===== config.mk =====
export PLATFORM = sky130hd
export DESIGN_NAME = conv_pair_sched
export DESIGN_NICKNAME = d
export VERILOG_FILES = /design/src/rtl/conv_pair_sched.sv
export SDC_FILE = /design/constraint.sdc
export NUM_CORES = 1
export LEC_CHECK = 0
export CAP_MARGIN = 10
export CORE_MARGIN = 4
export CORE_UTILIZATION = 39
export CTS_CLUSTER_DIAMETER = 50
export DETAILED_ROUTE_END_ITERATION = 10
export PLACE_DENSITY_LB_ADDON = 0.1
export SYNTH_ARGS = -nofsm -noshare
export SYNTH_HDL_FRONTEND = slang
export SYNTH_SLANG_ARGS = --single-unit

===== constraint.sdc =====
create_clock -name clk -period 6.59 [get_ports clk]
set_clock_uncertainty 0.2 [all_clocks]
set_input_delay 0.9885 -clock clk [delete_from_list [all_inputs] [get_ports clk]]
set_output_delay 0.9885 -clock clk [all_outputs]
set_load 0.01 [all_outputs]

===== src/rtl/conv_pair_sched.sv =====
module conv_pair_sched #(
  parameter int CW      = 4,
  parameter int DW      = 12,
  parameter int NI      = 4,
  parameter int CONV    = 14,
  parameter int SMP     = 3,
  parameter int ST_FAST = 7,
  parameter int ST_SLOW = 14
) (
  input  logic             clk,
  input  logic             rst_n,
  input  logic             reg_en,
  input  logic             slow_mode,
  input  logic [CW-1:0]    reg_ch,
  input  logic             ins_trig,
  input  logic [$clog2(NI)-1:0] ins_last,
  input  logic [NI*CW-1:0] ins_ch_a,
  input  logic [NI*CW-1:0] ins_ch_b,
  input  logic [DW-1:0]    ain_a,
  input  logic [DW-1:0]    ain_b,
  input  logic [DW-1:0]    wd_lo,
  input  logic [DW-1:0]    wd_hi,
  input  logic [2:0]       int_en,
  input  logic [2:0]       clr_flag,
  output logic             smp_a,
  output logic             cnv_a,
  output logic [CW-1:0]    ch_a,
  output logic             smp_b,
  output logic             cnv_b,
  output logic [CW-1:0]    ch_b,
  output logic [2:0]       flags,
  output logic             irq
);
  localparam int PW  = $clog2(2 * ST_SLOW);
  localparam int CTW = $clog2(CONV);
  localparam int KW  = $clog2(NI);

  typedef enum logic [1:0] {IDLE, REGR, INSR} st_t;
  st_t st;

  logic [PW-1:0]  ph;
  logic           b_live;
  logic [CTW-1:0] ic;
  logic [KW-1:0]  k;

  wire in_reg = (st == REGR);
  wire in_ins = (st == INSR);

  wire [PW-1:0] stg   = slow_mode ? PW'(ST_SLOW) : PW'(ST_FAST);
  wire [PW-1:0] b_idx = (ph >= stg) ? ph - stg : ph + stg;
  wire          a_on  = in_ins || (in_reg && ph < PW'(CONV));
  wire          b_on  = in_ins || (in_reg && b_live && b_idx < PW'(CONV));
  wire [PW-1:0] a_pos = in_ins ? PW'(ic) : ph;
  wire [PW-1:0] b_pos = in_ins ? PW'(ic) : b_idx;
  wire          done_a = a_on && a_pos == PW'(CONV - 1);
  wire          done_b = b_on && b_pos == PW'(CONV - 1);
  wire          ic_end = (ic == CTW'(CONV - 1));
  wire          ins_end = in_ins && ic_end && k == ins_last;
  wire          eoc_set = in_reg && done_b;
  wire          wd_hit  = (done_a && (ain_a < wd_lo || ain_a > wd_hi)) ||
                          (done_b && (ain_b < wd_lo || ain_b > wd_hi));

  assign smp_a = a_on && a_pos <  PW'(SMP);
  assign cnv_a = a_on && a_pos >= PW'(SMP);
  assign smp_b = b_on && b_pos <  PW'(SMP);
  assign cnv_b = b_on && b_pos >= PW'(SMP);
  assign ch_a  = in_ins ? ins_ch_a[k*CW +: CW] : reg_ch;
  assign ch_b  = in_ins ? ins_ch_b[k*CW +: CW] : reg_ch;
  assign irq   = |(flags & int_en);

  always_ff @(posedge clk or negedge rst_n) begin
    if (!rst_n) begin
      st     <= IDLE;
      ph     <= '0;
      b_live <= 1'b0;
      ic     <= '0;
      k      <= '0;
    end else if (ins_trig && !in_ins) begin
      st <= INSR;
      ic <= '0;
      k  <= '0;
    end else begin
      case (st)
        IDLE: if (reg_en) begin
          st     <= REGR;
          ph     <= '0;
          b_live <= 1'b0;
        end
        REGR: if (!reg_en) st <= IDLE;
        else begin
          ph <= (ph == 2 * stg - PW'(1)) ? '0 : ph + PW'(1);
          if (ph == stg - PW'(1)) b_live <= 1'b1;
        end
        INSR: if (ic_end) begin
          ic <= '0;
          if (k == ins_last) begin
            st     <= reg_en ? REGR : IDLE;
            ph     <= '0;
            b_live <= 1'b0;
          end else k <= k + KW'(1);
        end else ic <= ic + CTW'(1);
        default: st <= IDLE;
      endcase
    end
  end

  always_ff @(posedge clk or negedge rst_n) begin
    if (!rst_n) flags <= '0;
    else        flags <= (flags & ~clr_flag) | {wd_hit, ins_end, eoc_set};
  end

  p_strobe_excl_r2: assert property (@(posedge clk) disable iff (!rst_n)
    !(smp_a && cnv_a) && !(smp_b && cnv_b));
  p_preempt_r4: assert property (@(posedge clk) disable iff (!rst_n)
    (ins_trig && !in_ins) |=> (in_ins && ic == '0 && k == '0 && smp_a && smp_b));
  p_drop_trig_r5: assert property (@(posedge clk) disable iff (!rst_n)
    (in_ins && ins_trig && !ic_end) |=> (in_ins && ic == $past(ic) + CTW'(1)));
  p_resume_r6: assert property (@(posedge clk) disable iff (!rst_n)
    (ins_end && reg_en) |=> (in_reg && smp_a && !smp_b && ch_a == reg_ch));
  p_eoc_r7: assert property (@(posedge clk) disable iff (!rst_n)
    eoc_set |=> flags[0]);
  p_wd_r9: assert property (@(posedge clk) disable iff (!rst_n)
    wd_hit |=> flags[2]);
  p_sticky_r10: assert property (@(posedge clk) disable iff (!rst_n)
    (flags[0] && !clr_flag[0]) |=> flags[0]);
endmodule


==> metrics.log <==
INFO  metric static-leakage-power = 1.86 nW
INFO  metric holdPathEnd = b_live
INFO  metric hold_slack = 332 ps
INFO  metric crit_slowest_cell = sky130_fd_sc_hd__clkdlybuf4s50_1
INFO  metric remaining_drc_errors = 0
INFO  metric number_of_synthesized_flops_with_an_enable_pin = 0
INFO  metric drtAntennaViolNets = 0
INFO  metric global_route.overflow_total = 0
INFO  metric ctsHtreeMaxLevel = 1
INFO  metric post_synthesis_area_per_instance = 8.36 µm²
INFO  metric timing.rr.start = ph[0]
INFO  metric routability_congestion_estimate_from_global_placement = 0.856
INFO  metric arrival = 3760 ps
INFO  metric path_cells = clkdlybuf4s50_1 > inv_1 > ha_1 > and3_1 > a21boi_2 > mux2i_1 > nor2_1 > o41a_1 > nor2_1 > clkdlybuf4s50_1
INFO  metric die_area = 0.00851 mm²
INFO  metric postSynthRegisterBits = 17
INFO  metric critPathCaptureType = output port
INFO  metric grt_max_degree = 18
INFO  metric floorplan.rows = 30
INFO  metric worstReg2RegEnd = flags[0]
INFO  metric cts-root-to-sink-buffers = 2
INFO  metric yosysSeqAreaShare = 15.4%
INFO  metric p_comb_share = 64.5%
INFO  metric synthCells = 331
INFO  metric root_buffer = sky130_fd_sc_hd__clkbuf_8
INFO  metric wire_length_of_the_first_global_routing_pass = 12600 µm
INFO  metric hold_class = flop to flop
INFO  metric cp_data_required_time = 5400 ps
INFO  metric worst_r2r_path_depth = 10
INFO  metric yosysWarningCount = 0
INFO  metric switching_pwr = 0.274 mW
INFO  metric synth.cell_area = 0.00277 mm²
INFO  metric async_sr_flop_fraction = 100%
INFO  metric grt_setup_unrepaired = false
INFO  metric timing.critical_path.fanout_max = 6
INFO  metric initial_core_utilization = 40.5%
INFO  metric multi_input_area = 0.00214 mm²
INFO  metric core_area = 0.00683 mm²
INFO  metric slew_viol_final = 0
INFO  metric numCtsBuffers = 3
INFO  metric critical_path.startpoint_type = input port
INFO  metric finalSetupViolCount = 0
INFO  metric hpwlAfterDp = 6710 µm
INFO  metric worst-slew-pin-transition = 809 ps
INFO  metric fp.dieW = 92.2 µm
INFO  metric crit_type = input port to output port
INFO  metric layout-area-overhead-vs-synth = 44.5%
INFO  metric vias = 2805
INFO  metric peak_supply_drop = 0.000115 V
INFO  metric post_dr_vias_cell = 5.24
INFO  metric synth_cell_type_count = 61
INFO  metric hold_viol = 0
INFO  metric achievable_freq = 202 MHz
INFO  metric drt_iter0_markers = 72
INFO  metric relSlewSlack = 45.9%
INFO  metric final_common_cell = sky130_fd_sc_hd__clkdlybuf4s50_1
INFO  metric postSynth.topFlopCell = sky130_fd_sc_hd__dfrtp_1
INFO  metric clkSinkCount = 17
INFO  metric finalCritPeriodShare = 75.1%
INFO  metric fill_cells = 635
INFO  metric die_h = 92.2 µm
INFO  metric design.final.nets = 592
INFO  metric post_cts.repair.setup_buffers = 0
INFO  metric cts_tree = done
INFO  metric p_sw_share = 38.3%
INFO  metric power.internal = 0.441 mW
INFO  metric first_pass_iters = 4
INFO  metric cap_viol_max_count = 0
INFO  metric first_global_vias = 2778
INFO  metric synth.net_count = 483
INFO  metric antenna-diode-count = 0
INFO  metric register_area = 425 µm²
INFO  metric design.portCount = 113
INFO  metric most_frequent_cells_in_the_layout = 112 x sky130_fd_sc_hd__clkdlybuf4s50_1, 55 x sky130_fd_sc_hd__ha_1, 37 x sky130_fd_sc_hd__inv_1
INFO  metric max_stage_delay = 550 ps
INFO  metric drive_above_1_share = 6.38%
INFO  metric r2r_setup_slack = 4200 ps
INFO  metric clock_slew_at_the_register_clock_pins_of_the_worst_setup_and_hold_paths = 70 ps
INFO  metric insertion_delay = 250 ps
INFO  metric cts-hold-fix-buffers = 0
INFO  metric outcome = complete, no violations
INFO  metric drt-total-wl = 7640 µm
INFO  metric share_seq_of_total_power = 24.6%
INFO  metric wire_per_inst = 14.3 µm
INFO  metric min_delay_path_depth = 1
INFO  metric portBuffers = 112
INFO  metric finalWorstPathRequiredPeriod = 4950 ps
INFO  metric p_per_area = 179 mW/mm²
INFO  metric clock_power_share = 10.9%
INFO  metric min-delay-start = b_live
INFO  metric antenna_found_initial = 0
INFO  metric grt.total_usage = 17.7%
INFO  metric final.setup.tns = 0 ps
INFO  metric post_cts_resize_count = 0
final cells by class:
cell class	instances	share of cell area, %
well taps	96	3.00
multi-input cells	268	53.6
repair buffers	113	28.2
inverters	37	3.47
clock buffers	4	1.13
flip-flops and latches	17	10.6
sequential cells by signal, summed over array words and instances (netlist names):
| register | flops |
|---|---|
| flags | 3 |
| k | 2 |
| b_live | 1 |
| st | 2 |
| ph | 5 |
| ic | 4 |
logic make-up after synthesis:
kind of cell / after synthesis / share of synthesized area (%)
simple gates: 109 / 21.2
compound gates: 89 / 22.6
fa+ha+maj: 55 / 24.9
buf+inv: 46 / 7.23
flops: 17 / 15.4
mux: 10 / 7.23
xor+xnor: 5 / 1.58
critical path: cells and delay by family:
kind / cells / cell delay [ps]
simple gates: 3 / 380
compound gates: 2 / 550
mux: 1 / 250
buf+inv: 3 / 1200
fa+ha+maj: 1 / 390
cells in the mapped netlist (all sizes together), types with 3 or more instances:
cell type   n  area share (%)
inv        37             5.0
nand2b      7             1.9
or2         3            0.68
nand4       9             2.0
nand2      35             4.7
buf         7             1.9
o211ai      3            0.99
ha         55              25
dfrtp      17              15
o21a        4             1.1
nand3       8             1.6
a21o       11             3.0
o22ai       3            0.90
a21oi      18             3.5
nor2b       9             2.3
mux4        8             6.5
and3        4            0.90
xor2        4             1.3
o21ai      24             4.6
a221oi      3            0.95
o31ai       4             1.1
nor2       21             2.8
power groups by stage:
stage | logic [mW] | clock network, mW | registers [mW]
2_1_floorplan | 0.277 | 0 | 0.156
3_3_place_gp | 0.459 | 0 | 0.179
3_5_place_dp | 0.466 | 0 | 0.178
4_1_cts | 0.468 | 0.0805 | 0.177
5_1_grt | 0.509 | 0.0841 | 0.184
6_report | 0.462 | 0.0778 | 0.176
through the flow:
stage                     std cells  power, mW  util [%]  cell area, µm²  worst slack [ps]
final                           535      0.716      58.6            4000              1640
after global routing            535      0.777      58.6            4000              1480
after CTS                       535      0.725      58.6            4000              1640
after detailed placement        531      0.644      57.9            3960              1640
after global placement          531      0.637      57.9            3960              1690
after floorplan                 331      0.433         -            2770              2860
worst max path at each step:
stage,start,endpoint,slack [ps],depth (start not counted)
global route,slow_mode,smp_b,1480,10
finish,slow_mode,smp_b,1640,10
CTS,slow_mode,smp_b,1640,10
global placement,slow_mode,smp_b,1690,10
floorplan,slow_mode,smp_b,2860,8
detailed placement,slow_mode,smp_b,1640,10
metal layers:
layer	global-route usage (%)	vias to the layer above	wire length [µm]
met1	22.4	1288	3430
met5	0	-	0
met2	31.2	75	3720
met4	2.72	0	59
met3	3.94	4	430
li1	-	1438	-
(Power assumes the default switching activity.)
